$ cat src/rtl/tgl_pkg.sv
// Package: shared constants and types for the bitstream toggler.
// Assumes a 32-bit keystream state and byte-wide data paths.
package tgl_pkg;
    localparam int          KS_W         = 32;
    localparam int          BYTE_W       = 8;
    localparam logic [31:0] KS_SEED_DEF  = 32'h3F6DF2AB;
    localparam logic [31:0] KS_ADD_DEF   = 32'h0A853753;
    localparam logic [31:0] KS_MUL_DEF   = 32'h08034052;
    localparam int          KS_MOD_DEF   = 177;

    typedef enum logic [1:0] {
        KS_LAUNCH,
        KS_WAIT,
        KS_HOLD
    } ks_phase_t;
endpackage

$ cat src/rtl/tgl_rem_div.sv
// Module: restoring shift-subtract remainder unit.
// Computes dividend mod DIV over W cycles after a one-cycle go pulse and
// raises fin for one cycle when rem is valid. A new go aborts any run.
module tgl_rem_div #(
    parameter int W   = 32,
    parameter int DIV = 177
) (
    input  logic                               clk,
    input  logic                               rst_n,
    input  logic                               go,
    input  logic [W-1:0]                       dividend,
    output logic                               fin,
    output logic [((DIV > 1) ? $clog2(DIV) : 1)-1:0] rem
);
    localparam int RW  = (DIV > 1) ? $clog2(DIV) : 1;
    localparam int RW1 = RW + 1;
    localparam int CW  = $clog2(W);
    localparam logic [RW:0] DIV_V = RW1'(DIV);

    logic [W-1:0]  dvd;
    logic [CW-1:0] cnt;
    logic          busy;
    logic [RW:0]   trial;
    logic [RW:0]   rem_nx;

    // One restoring step: bring in the next dividend bit, subtract if it fits.
    always_comb begin
        trial  = {rem, dvd[W-1]};
        rem_nx = (trial >= DIV_V) ? (trial - DIV_V) : trial;
    end

    // Step sequencer: load on go, iterate W times, flag completion.
    always_ff @(posedge clk) begin
        if (!rst_n) begin
            dvd  <= '0;
            cnt  <= '0;
            busy <= 1'b0;
            fin  <= 1'b0;
            rem  <= '0;
        end else begin
            fin <= 1'b0;
            if (go) begin
                dvd  <= dividend;
                cnt  <= '0;
                busy <= 1'b1;
                rem  <= '0;
            end else if (busy) begin
                rem <= rem_nx[RW-1:0];
                dvd <= dvd << 1;
                cnt <= cnt + 1'b1;
                if (cnt == CW'(W - 1)) begin
                    busy <= 1'b0;
                    fin  <= 1'b1;
                end
            end
        end
    end
endmodule

$ cat src/rtl/tgl_keystream.sv
// Module: keystream generator.
// Holds the 32-bit state, advances it with the add/mod/multiply recurrence
// and presents the low byte once the update is complete. Assumes take is
// only asserted while key_rdy is high.
module tgl_keystream
    import tgl_pkg::*;
#(
    parameter logic [31:0] SEED = KS_SEED_DEF,
    parameter logic [31:0] ADDK = KS_ADD_DEF,
    parameter logic [31:0] MULK = KS_MUL_DEF,
    parameter int          MODK = KS_MOD_DEF
) (
    input  logic              clk,
    input  logic              rst_n,
    input  logic              reseed,
    input  logic              take,
    output logic              key_rdy,
    output logic [BYTE_W-1:0] key
);
    localparam int RW = (MODK > 1) ? $clog2(MODK) : 1;

    logic [KS_W-1:0] st;
    logic [KS_W-1:0] st_nx;
    ks_phase_t       ph;
    logic            div_go;
    logic            div_fin;
    logic [RW-1:0]   div_rem;

    assign div_go  = (ph == KS_LAUNCH) && !reseed;
    assign key_rdy = (ph == KS_HOLD);
    assign key     = st[BYTE_W-1:0];

    tgl_rem_div #(.W(KS_W), .DIV(MODK)) u_div (
        .clk      (clk),
        .rst_n    (rst_n),
        .go       (div_go),
        .dividend (st + ADDK),
        .fin      (div_fin),
        .rem      (div_rem)
    );

    // Combine the remainder with the wrapped product to form the next state.
    always_comb begin
        st_nx = {{(KS_W - RW){1'b0}}, div_rem} + st * MULK;
    end

    // Phase control: launch divider, wait, hold key until consumed.
    always_ff @(posedge clk) begin
        if (!rst_n) begin
            st <= SEED;
            ph <= KS_LAUNCH;
        end else if (reseed) begin
            st <= SEED;
            ph <= KS_LAUNCH;
        end else begin
            case (ph)
                KS_LAUNCH: ph <= KS_WAIT;
                KS_WAIT: if (div_fin) begin
                    st <= st_nx;
                    ph <= KS_HOLD;
                end
                KS_HOLD: if (take) ph <= KS_LAUNCH;
                default: ph <= KS_LAUNCH;
            endcase
        end
    end
endmodule

$ cat src/rtl/tgl_bitbang.sv
// Module: bit-to-pin-toggle serializer.
// Loads one byte and emits two pin-state bytes per bit, MSB first: clock
// high then clock low, data on a fixed pin. Assumes load only when idle.
module tgl_bitbang #(
    parameter int DW      = 8,
    parameter int OW      = 8,
    parameter int CLK_POS = 0,
    parameter int DAT_POS = 6
) (
    input  logic          clk,
    input  logic          rst_n,
    input  logic          flush,
    input  logic          load,
    input  logic [DW-1:0] load_byte,
    input  logic          load_last,
    output logic          busy,
    output logic [OW-1:0] o_data,
    input  logic          o_ready,
    output logic          done
);
    localparam int IW = (DW > 1) ? $clog2(DW) : 1;

    logic [DW-1:0] sh;
    logic [IW-1:0] idx;
    logic          ph_low;
    logic          lastf;

    // Pin pattern for the current bit and phase.
    always_comb begin
        o_data = '0;
        if (busy) begin
            o_data[CLK_POS] = !ph_low;
            o_data[DAT_POS] = sh[DW-1];
        end
    end

    // Bit/phase sequencing with hold under backpressure.
    always_ff @(posedge clk) begin
        if (!rst_n) begin
            sh     <= '0;
            idx    <= '0;
            ph_low <= 1'b0;
            lastf  <= 1'b0;
            busy   <= 1'b0;
            done   <= 1'b0;
        end else if (flush) begin
            ph_low <= 1'b0;
            busy   <= 1'b0;
            done   <= 1'b0;
        end else if (load) begin
            sh     <= load_byte;
            idx    <= '0;
            ph_low <= 1'b0;
            lastf  <= load_last;
            busy   <= 1'b1;
        end else if (busy && o_ready) begin
            if (!ph_low) begin
                ph_low <= 1'b1;
            end else begin
                ph_low <= 1'b0;
                sh     <= sh << 1;
                idx    <= idx + 1'b1;
                if (idx == IW'(DW - 1)) begin
                    busy <= 1'b0;
                    if (lastf) done <= 1'b1;
                end
            end
        end
    end
endmodule

$ cat src/rtl/bitstream_toggler.sv
// Module: top of the configuration bitstream descrambler and serializer.
// Accepts scrambled bytes, XORs each with the next keystream byte and hands
// the result to the pin-toggle serializer. Assumes start is a single pulse.
module bitstream_toggler
    import tgl_pkg::*;
#(
    parameter logic [31:0] SEED    = KS_SEED_DEF,
    parameter logic [31:0] ADDK    = KS_ADD_DEF,
    parameter logic [31:0] MULK    = KS_MUL_DEF,
    parameter int          MODK    = KS_MOD_DEF,
    parameter int          CLK_POS = 0,
    parameter int          DAT_POS = 6
) (
    input  logic       clk,
    input  logic       rst_n,
    input  logic       start,
    input  logic       in_valid,
    output logic       in_ready,
    input  logic [7:0] in_data,
    input  logic       in_last,
    output logic       out_valid,
    input  logic       out_ready,
    output logic [7:0] out_data,
    output logic       done
);
    logic              key_rdy;
    logic [BYTE_W-1:0] key;
    logic              ser_busy;
    logic              take;

    // Accept only with a fresh key, an empty serializer and no restart.
    assign in_ready  = key_rdy && !ser_busy && !start;
    assign take      = in_valid && in_ready;
    assign out_valid = ser_busy;

    tgl_keystream #(
        .SEED (SEED),
        .ADDK (ADDK),
        .MULK (MULK),
        .MODK (MODK)
    ) u_ks (
        .clk     (clk),
        .rst_n   (rst_n),
        .reseed  (start),
        .take    (take),
        .key_rdy (key_rdy),
        .key     (key)
    );

    tgl_bitbang #(
        .DW      (BYTE_W),
        .OW      (8),
        .CLK_POS (CLK_POS),
        .DAT_POS (DAT_POS)
    ) u_bb (
        .clk       (clk),
        .rst_n     (rst_n),
        .flush     (start),
        .load      (take),
        .load_byte (in_data ^ key),
        .load_last (in_last),
        .busy      (ser_busy),
        .o_data    (out_data),
        .o_ready   (out_ready),
        .done      (done)
    );
endmodule

$ cat config.mk
export PLATFORM = sky130hd
export DESIGN_NAME = bitstream_toggler
export DESIGN_NICKNAME = d
export VERILOG_FILES = /design/src/rtl/tgl_pkg.sv /design/src/rtl/tgl_rem_div.sv /design/src/rtl/tgl_keystream.sv /design/src/rtl/tgl_bitbang.sv /design/src/rtl/bitstream_toggler.sv
export SDC_FILE = /design/constraint.sdc
export NUM_CORES = 1
export LEC_CHECK = 0
export BUFFER_PORTS_ARGS = -buffer_cell sky130_fd_sc_hd__buf_2
export CAP_MARGIN = 20
export CORE_UTILIZATION = 65
export DETAILED_ROUTE_END_ITERATION = 6
export HOLD_SLACK_MARGIN = 0.1
export PLACE_DENSITY = 0.83
export SLEW_MARGIN = 0
export SYNTH_ARGS = -nofsm -noshare
export SYNTH_HDL_FRONTEND = slang
export SYNTH_HIERARCHICAL = 1
export SYNTH_SLANG_ARGS = --single-unit
$ cat constraint.sdc
create_clock -name clk -period 14.3 [get_ports clk]
set_input_delay 0.715 -clock clk [delete_from_list [all_inputs] [get_ports clk]]
set_output_delay 0.715 -clock clk [all_outputs]
set_load 0.02 [all_outputs]
==> results.cfg, run 1 <==
[floorplanning]
floorplan.die_area_mm2 = 0.01850
floorplan.core_area_mm2 = 0.01742
num_rows = 48
start_util_pct = 67.03
die_x_um = 136.0
die_h_um = 136.0
io-pin-count = 25

[status]
status = complete, no violations

[sta]
worst_hold_check_slack_ns = 0.4573
rsz_0062_raised_after_global_routing = no
layout_worst_path_cycle_share_pct = 46.44
finalClockSkew_ns = 0.01116
finalHoldViolCount = 0
max_freq_mhz = 150.6
setup_violations = 0
tns_ns = 0
final_critical_path_setup_slack_ns = 7.659
timing_max_transition_violations_final = 0
maxSlewHeadroom_pct = 40.43
timing.final.crit_period_ns = 6.641
tightestPinTransition_ns = 0.8936

[power]
cellPowerDensity_mw_per_mm2 = 46.58
finalPower_mw = 0.5627
max-vdd-ir-drop_v = 0.00005660
leakage_nw = 5.709

[final_layout]
most-common-layout-cells = ha_1 (213), inv_1 (197), nand2_1 (99)
ff_latch_area_mm2 = 0.001923
layout-drive-gt1-share_pct = 6.367
layout.cells.most_common = ha_1
final_antenna_diode_count = 0
fillers = 1355
utilization_pct = 69.35
instances_no_fill = 1560
final_cell_area_mm2 = 0.01208
layout.nets = 1624
multi_input_comb_area_mm2 = 0.008720
area_delta_synth_final_pct = 3.473

[critical_path]
worst-path-max-fanout = 11
r2r_start = u_ks/st[1]
critical_path_class = register to register
worstSetupStartpoint = u_ks/st[1]
arrival_worst_endpoint_ns = 6.91
critPathLaunchType = register
critical_path_required_ns = 14.57
setup.worst_path.end_class = register

[global_route]
globalRoute.busiestLayer = met2
grt.total_usage_pct = 30.12
global_route.usage.met2_pct = 52.54
use_met1_pct = 37.43
grt_first_pass_wirelength_um = 43800
groute.layer.met3.usage_pct = 4.735
antenna_found_initial = 0
final_global_route_overflow_total = 0
maximum_number_of_pins_on_one_net_before_global_route_repair = 68
grt_pass1_vias = 9055

[logic_synthesis]
postSynthCellCount = 1350
synth_cell_type_count = 83
mean_cell_area_of_the_mapped_netlist_um2 = 8.647
post_synthesis_cell_area_mm2 = 0.01167
sequential_cell_area_fraction_in_the_yosys_report_pct = 16.46
ys_ff_latch = 96
synth-edff-count = 0
postSynth.topFlopCell = dfxtp_1
synth_warnings = 6
ys_async_sr_fraction_pct = 0

[clock_tree]
post_cts_setup_inserts = 0
root_buffer_master = clkbuf_16
cts.reportedPaths.clkPinSlew_ns = 0.08
cts_resized = 0
cts_tree = yes
cts_made_buffers = 9
total_number_of_clock_tree_sinks = 96
ctsHtreeMaxLevel = 3
clk_lat_worst_skew_ns = 0.36
cts.path.max_buffers = 2
post_cts_hold_buffer_count = 0

[place]
placed_area_mm2 = 0.01180
dp_worst_setup_slack_ns = 7.751
place_congestion = 0.8953
place.detailed.hpwl_um = 21090
io_buffer_count = 18
placed_cells = 1544

[routing]
detail_route.first_pass.iterations = 7
post_drt_wl_per_cell_um = 17.27
via_count = 9310
route.detailed.vias_per_inst = 5.968
remaining_antenna_violation_count_after_routing = 0
drt_first_iter_violations = 572
route.detailed.drc = 0
drt-total-wl_um = 26950

[hold_path]
origin_of_the_worst_min_delay_path = u_bb/sh[0]
worst_hold_class = register to register

[run]
max_cap_viol_count = 0
==> registers in the layout, summed over array words and instances (netlist names), 2 cells and up <==
| register | cells |
|---|---|
| u_ks/st | 32 |
| u_ks/u_div/dvd | 32 |
| u_bb/sh | 8 |
| u_ks/u_div/rem | 8 |
| u_ks/u_div/cnt | 5 |
| u_bb/idx | 3 |
| u_ks/ph | 2 |
==> logic make-up (layout without fill, tap and decap cells) <==
group / count (synthesis) / in the layout / synth area share, %
fa+ha+maj: 280 / 280 / 34.32
other cells: 1 / 6 / 0.03212
simple gates: 329 / 329 / 15.14
buf+inv: 258 / 238 / 9.068
xor+xnor: 92 / 92 / 6.902
mux: 42 / 42 / 3.601
compound gates: 252 / 252 / 14.47
flops: 96 / 96 / 16.46
==> area by class of cell <==
class                      instances  area share (%)
multi-input combinational       1001           72.19
inverter                         199           6.184
clock inverter                     6          0.4247
sequential                        96           15.92
tap                              225           2.331
timing repair buffer              23           1.057
clock buffer                      10           1.896
==> critical path, cell delays in order (launching register included) <==
cell and delay (ns):
dfxtp_1 0.62, inv_1 0.20, ha_1 0.32, inv_1 0.05, fa_1 0.45, ha_1 0.20
ha_1 0.29, ha_1 0.32, fa_1 0.55, inv_1 0.06, fa_1 0.54, inv_1 0.05
ha_1 0.45, nand2_1 0.07, o21ai_0 0.55, nor2_1 0.08, a211oi_1 0.50, nand3_1 0.20
or3_4 0.43, nor4_4 0.21, a31o_1 0.19, nand3_1 0.07, a21oi_1 0.15
==> path summary, 6_finish.rpt <==
kind	to	slack (ns)	depth (start not counted)
max	u_ks/st[31]	7.66	22
min	u_bb/sh[0]	0.46	2
max reg2reg	u_ks/st[31]	7.66	22
min reg2reg	u_bb/sh[0]	0.46	2
==> cell usage after synthesis, drive strengths merged (15+ instances only) <==
| library cell | instances | area [um2] |
|---|---|---|
| ha | 213 | 2665 |
| inv | 197 | 739.5 |
| nand2 | 100 | 377.9 |
| dfxtp | 96 | 1922 |
| o21ai | 74 | 377.9 |
| fa | 67 | 1341 |
| nor2 | 58 | 217.7 |
| a21oi | 57 | 285.3 |
| xnor2 | 56 | 490.5 |
| mux2i | 42 | 420.4 |
| and2 | 39 | 246.5 |
| xor2 | 36 | 315.3 |
| buf | 33 | 214.0 |
| clkbuf | 26 | 97.59 |
| a211oi | 23 | 227.7 |
| nor3 | 22 | 130.1 |
| nand3 | 19 | 95.09 |
| o211ai | 19 | 161.4 |
| a21o | 15 | 112.6 |
| a31oi | 15 | 100.1 |
| nand4 | 15 | 100.1 |
==> layer usage <==
metal | wire length [um] | part of all wire [%]
met1 | 11400 | 42
met2 | 13420 | 50
met3 | 1538 | 5.7
met4 | 581 | 2.2
met5 | 0 | 0
==> where the power goes <==
| part | total, mW | leakage (nW) | switching (mW) | internal (mW) |
|---|---|---|---|---|
| combinational | 0.0426 | 4.80 | 0.0264 | 0.0163 |
| sequential | 0.278 | 0.781 | 0.00469 | 0.273 |
| clock | 0.242 | 0.127 | 0.122 | 0.121 |
| total | 0.563 | 5.71 | 0.153 | 0.410 |
No activity file was read; power rests on OpenSTA's default activity.
==> run 2: changes to the inputs <==
--- a/config.mk
+++ b/config.mk
@@ -7,10 +7,10 @@
 export LEC_CHECK = 0
 export BUFFER_PORTS_ARGS = -buffer_cell sky130_fd_sc_hd__buf_2
 export CAP_MARGIN = 20
-export CORE_UTILIZATION = 65
+export CORE_UTILIZATION = 59
 export DETAILED_ROUTE_END_ITERATION = 6
 export HOLD_SLACK_MARGIN = 0.1
-export PLACE_DENSITY = 0.83
+export PLACE_DENSITY = 0.8
 export SLEW_MARGIN = 0
 export SYNTH_ARGS = -nofsm -noshare
 export SYNTH_HDL_FRONTEND = slang
==> constraint.sdc (replaced) <==
create_clock -name clk -period 5.5 [get_ports clk]
set_input_delay 0.275 -clock clk [delete_from_list [all_inputs] [get_ports clk]]
set_output_delay 0.275 -clock clk [all_outputs]
set_load 0.02 [all_outputs]
==> run 2 against run 1 <==
The flow now finishes with violations (negative setup slack). Clock-buffer cell count unchanged. Via count increased by 7.3%. Largest power group unchanged. Global-route usage decreased by 0.90 points. Non-clock buffer count increased by 137.
==> results.cfg, run 2 (same netlist as run 1, synthesis figures left out) <==
[hold_path]
origin_of_the_worst_min_delay_path = in_last
hold-path-cell-count = 3
worst_hold_class = input port to register
worst_hold_end = u_bb/lastf

[critical_path]
rrSetupSlack_ns = -0.24
critical_path_required_ns = 5.78
setup.worst_path.end_class = register
arrival_worst_endpoint_ns = 6.02
critical_path_class = register to register
worst_r2r_path_depth = 25
slowest_stage = fa_1
worst-path-max-fanout = 3
slowest_delay_ns = 0.55
critPathLaunchType = register
r2r_start = u_ks/st[4]
timing.rr.end = u_ks/st[31]

[final_layout]
most-common-layout-cells = ha_1 (193), inv_1 (185), buf_4 (136)
utilization_pct = 70.59
instances_no_fill = 1737
layout-drive-gt1-share_pct = 20.58
layout.cells.most_common = ha_1
multi_input_comb_area_mm2 = 0.009203
area_delta_synth_final_pct = 17.30
final_antenna_diode_count = 0
layout.nets = 1761
ff_latch_area_mm2 = 0.001942
top_regs = u_ks/st x32, u_ks/u_div/dvd x32
fillers = 1432

[global_route]
final_global_route_overflow_total = 0
grt.total_usage_pct = 29.22
grt_pass1_vias = 9838
maximum_number_of_pins_on_one_net_before_global_route_repair = 68
grt_first_pass_wirelength_um = 46870
antenna_found_initial = 0

[routing]
via_count = 9987
detail_route.first_pass.iterations = 5
post_drt_wl_per_cell_um = 16.97
route.detailed.vias_per_inst = 5.750
remaining_antenna_violation_count_after_routing = 0
drt_first_iter_violations = 537
route.detailed.drc = 0
drt-total-wl_um = 29480

[sta]
layout_worst_path_cycle_share_pct = 104.4
setup_violations = 6
maxSlewHeadroom_pct = 41.86
tightestPinTransition_ns = 0.8722
timing.final.crit_period_ns = 5.743
rsz_0062_raised_after_global_routing = yes
finalClockSkew_ns = 0.01008
tns_ns = -0.7562
timing_max_transition_violations_final = 0
final_critical_path_setup_slack_ns = -0.2433
max_freq_mhz = 174.1
worst_hold_check_slack_ns = 0.1561
finalHoldViolCount = 0

[floorplanning]
die_h_um = 142.7
num_rows = 51
io-pin-count = 25
floorplan.core_area_mm2 = 0.01940
floorplan.die_area_mm2 = 0.02035
start_util_pct = 60.18
die_x_um = 142.7

[clock_tree]
clk_lat_worst_skew_ns = 0.36
cts_tree = yes
total_number_of_clock_tree_sinks = 96
cts.reportedPaths.clkPinSlew_ns = 0.08
cts_made_buffers = 9
root_buffer_master = clkbuf_16
ctsHtreeMaxLevel = 3
cts.path.max_buffers = 2

[run]
max_cap_viol_count = 0

[power]
cellPowerDensity_mw_per_mm2 = 105.4
max-vdd-ir-drop_v = 0.0001303
leakage_nw = 6.414

[status]
violations = negative setup slack
status = complete, but fails checks

[place]
io_buffer_count = 18
place.detailed.hpwl_um = 22400
place_congestion = 0.8981
placed_cells = 1710
dp_worst_setup_slack_ns = -0.3230
-- run 2: cell count changes in the layout (fill, tap and decap cells not counted), moves of 6 or more --
cell     delta
buf_4     +131
ha_2        +7
o21ai_0    -10
inv_2      +11
ha_4       +13
o21ai_1     +6
dfxtp_2     +6
ha_1       -20
a21oi_1     -9
inv_1      -12
dfxtp_1     -9
a21oi_2     +6
-- run 2: cell type report --
class                   instances  share of cell area [%]
repair buffers                160                   8.699
well taps                     265                   2.421
multi-input cells            1001                   67.21
clock inverters                 6                  0.3472
inverters                     199                   5.473
clock buffers                  10                   1.672
flip-flops and latches         96                   14.18
-- run 2: metal layers --
| metal | vias up | GRT usage, % | wire [um] |
|---|---|---|---|
| li1 | 4814 | - | - |
| met1 | 4860 | 35.49 | 12380 |
| met2 | 235 | 52.50 | 15100 |
| met3 | 78 | 4.158 | 1168 |
| met4 | 0 | 10.19 | 833 |
| met5 | - | 0 | 0 |
-- run 2: power by group --
part           switching (mW)  total [mW]  internal [mW]
registers              0.0117       0.721          0.709
logic                  0.0675       0.110         0.0424
clock network           0.299       0.613          0.313
total                   0.379        1.44           1.06
-- run 2: critical path, delay by kind of cell (launching register included) --
family,cells,cell delay [ns]
adder cells (fa/ha/maj),8,2.83
AND/OR/NAND/NOR,4,1.05
AO/OA/AOI/OAI,5,0.83
buffers and inverters,7,0.46
flip-flops,1,0.36
XOR/XNOR,1,0.13
-- run 2: repair_timing --
| item | CTS | global route |
|---|---|---|
| setup endpoints to repair | 9 | 10 |
| resized for setup | 52 | 36 |
| pin swaps | 42 | 27 |
| hold buffers | 0 | 0 |
| hold endpoints to repair | 0 | 0 |
| setup buffers | 8 | 2 |
-- run 2: how the worst max path moves through the flow --
stage / startpoint / to / slack (ns)
floorplan: u_ks/st[0] / u_ks/st[31] / 0.009
global placement: u_ks/st[1] / u_ks/st[31] / -0.14
detailed placement: u_ks/st[0] / u_ks/st[31] / -0.32
CTS: u_ks/st[1] / u_ks/st[31] / -0.16
global route: u_ks/st[4] / u_ks/st[31] / -0.39
finish: u_ks/st[4] / u_ks/st[31] / -0.24
-- run 2: metrics by stage --
step | power (mW) | area (um2)
after floorplan | 0.8206 | 11800
after global placement | 0.8386 | 12900
after detailed placement | 0.8424 | 12900
after CTS | 1.446 | 13490
after global routing | 1.492 | 13690
final | 1.443 | 13690
==> run 3: changes to the inputs <==
--- a/config.mk
+++ b/config.mk
@@ -7,7 +7,10 @@
 export LEC_CHECK = 0
 export BUFFER_PORTS_ARGS = -buffer_cell sky130_fd_sc_hd__buf_2
 export CAP_MARGIN = 20
-export CORE_UTILIZATION = 59
+export CELL_PAD_IN_SITES_DETAIL_PLACEMENT = 0
+export CELL_PAD_IN_SITES_GLOBAL_PLACEMENT = 1
+export CORE_MARGIN = 2
+export CORE_UTILIZATION = 46
 export DETAILED_ROUTE_END_ITERATION = 6
 export HOLD_SLACK_MARGIN = 0.1
 export PLACE_DENSITY = 0.8
==> run 3 against run 2 <==
The flow still finishes with violations (negative setup slack). Critical path depth unchanged. Cell area is 3.2% higher. Worst setup slack improved by 0.16 ns. Die area up 31%. Register-to-register slack better by 0.16 ns. Sequential power about the same.
==> results.cfg, run 3 (same netlist as run 1, synthesis figures left out) <==
[floorplanning]
io-pin-count = 25
start_util_pct = 46.63
floorplan.die_area_mm2 = 0.02667
die_x_um = 163.3
die_h_um = 163.3
num_rows = 58
floorplan.core_area_mm2 = 0.02504

[clock_tree]
root_buffer_master = clkbuf_16
cts.reportedPaths.clkPinSlew_ns = 0.07
total_number_of_clock_tree_sinks = 96
clk_lat_worst_skew_ns = 0.36
cts_tree = yes
cts_made_buffers = 9
post_cts_hold_buffer_count = 0
cts.path.max_buffers = 2
ctsHtreeMaxLevel = 3

[sta]
finalHoldViolCount = 0
setup_violations = 5
rsz_0062_raised_after_global_routing = yes
layout_worst_path_cycle_share_pct = 101.4
tightestPinTransition_ns = 0.8407
max_freq_mhz = 179.2
maxSlewHeadroom_pct = 43.95
timing_max_transition_violations_final = 0
tns_ns = -0.1690
final_critical_path_setup_slack_ns = -0.07901
finalClockSkew_ns = 0.008614
timing.final.crit_period_ns = 5.579

[global_route]
grt.total_usage_pct = 22.09
final_global_route_overflow_total = 0
grt_pass1_vias = 9525
maximum_number_of_pins_on_one_net_before_global_route_repair = 68
grt_first_pass_wirelength_um = 47270
antenna_found_initial = 0

[final_layout]
most-common-layout-cells = ha_1 (176), inv_1 (176), buf_4 (151)
layout-drive-gt1-share_pct = 23.39
fillers = 2240
top_regs = u_ks/st x32, u_ks/u_div/dvd x32
instances_no_fill = 1818
layout.nets = 1777
area_delta_synth_final_pct = 21.03
final_antenna_diode_count = 0

[routing]
detail_route.first_pass.iterations = 5
drt_first_iter_violations = 544
route.detailed.vias_per_inst = 5.308
route.detailed.drc = 0
post_drt_wl_per_cell_um = 15.81
drt-total-wl_um = 28740
remaining_antenna_violation_count_after_routing = 0
via_count = 9650

[hold_path]
origin_of_the_worst_min_delay_path = in_last
hold-path-cell-count = 3
worst_hold_class = input port to register
worst_hold_end = u_bb/lastf

[place]
io_buffer_count = 18
place.detailed.hpwl_um = 22860
place_congestion = 0.8904
placed_cells = 1789

[power]
cellPowerDensity_mw_per_mm2 = 107.3
max-vdd-ir-drop_v = 0.0001426
finalPower_mw = 1.517
leakage_nw = 6.501

[critical_path]
critPathLaunchType = register
timing.rr.end = u_ks/st[29]
worstSetupStartpoint = u_ks/st[1]
arrival_worst_endpoint_ns = 5.79
r2r_start = u_ks/st[1]
setup.worst_path.end_class = register
critical_path_class = register to register
rrSetupSlack_ns = -0.08
worst_r2r_path_depth = 25
slowest_stage = fa_1
worst-path-max-fanout = 5
critical_path_required_ns = 5.71
slowest_delay_ns = 0.52

[status]
violations = negative setup slack
status = complete, but fails checks

[run]
max_cap_viol_count = 0
run 3: cell types whose count changed in the layout (fill, tap and decap cells not counted), sizes merged:
cell    previous run  this run
buf              160       176
bufinv             0         1
inv              201       200
run 3: repair_timing:
| action | 4_1_cts | 5_1_grt |
|---|---|---|
| buffers inserted | 7 | 6 |
| setup endpoints to repair | 10 | 10 |
| endpoints found under the hold margin | 0 | 0 |
| pin swaps | 40 | 48 |
| resized for setup | 61 | 62 |
run 3: metal layers:
layer	part of all wire [%]	track usage, %	vias to the layer above
met3	1.9	1.701	29
met1	47	29.60	4646
li1	-	-	4845
met4	1.7	6.074	0
met2	49	38.20	130
met5	0	0	-
run 3: worst max path at each step:
stage	to
3_5_place_dp	u_ks/st[29]
3_3_place_gp	u_ks/st[29]
5_1_grt	u_ks/st[29]
2_1_floorplan	u_ks/st[31]
4_1_cts	u_ks/st[29]
6_report	u_ks/st[29]
run 3: power breakdown:
| group | switching [mW] | internal, mW |
|---|---|---|
| sequential | 0.0142 | 0.707 |
| clock | 0.319 | 0.372 |
| combinational | 0.0620 | 0.0419 |
run 3: per-stage QoR:
step	hold slack, ns	area [um2]	utilization [%]	worst slack [ns]
floorplan	0.3967	11800	-	0.008639
global placement	0.4363	13090	52.26	-0.1214
detailed placement	0.4506	13090	52.26	-0.2877
CTS	0.1472	13730	54.84	-0.1045
global route	0.1656	14130	56.43	-0.3331
finish	0.1577	14130	56.43	-0.07901
run 3: area by class of cell:
type	instances	area (um2)	area share (%)
clock inverter	6	71.32	0.5048
sequential	96	1949	13.80
clock buffer	10	239.0	1.691
tap	330	412.9	2.922
timing repair buffer	176	1311	9.281
multi-input combinational	1001	9395	66.50
inverter	199	749.5	5.305
run 3: worst max-delay path: cells and delay by family, from the launching register on:
family	cells	cell delay (ns)
adder cells (fa/ha/maj)	8	2.80
AO/OA/AOI/OAI	2	0.24
buffers and inverters	7	0.43
flip-flops	1	0.37
XOR/XNOR	2	0.23
AND/OR/NAND/NOR	6	1.36
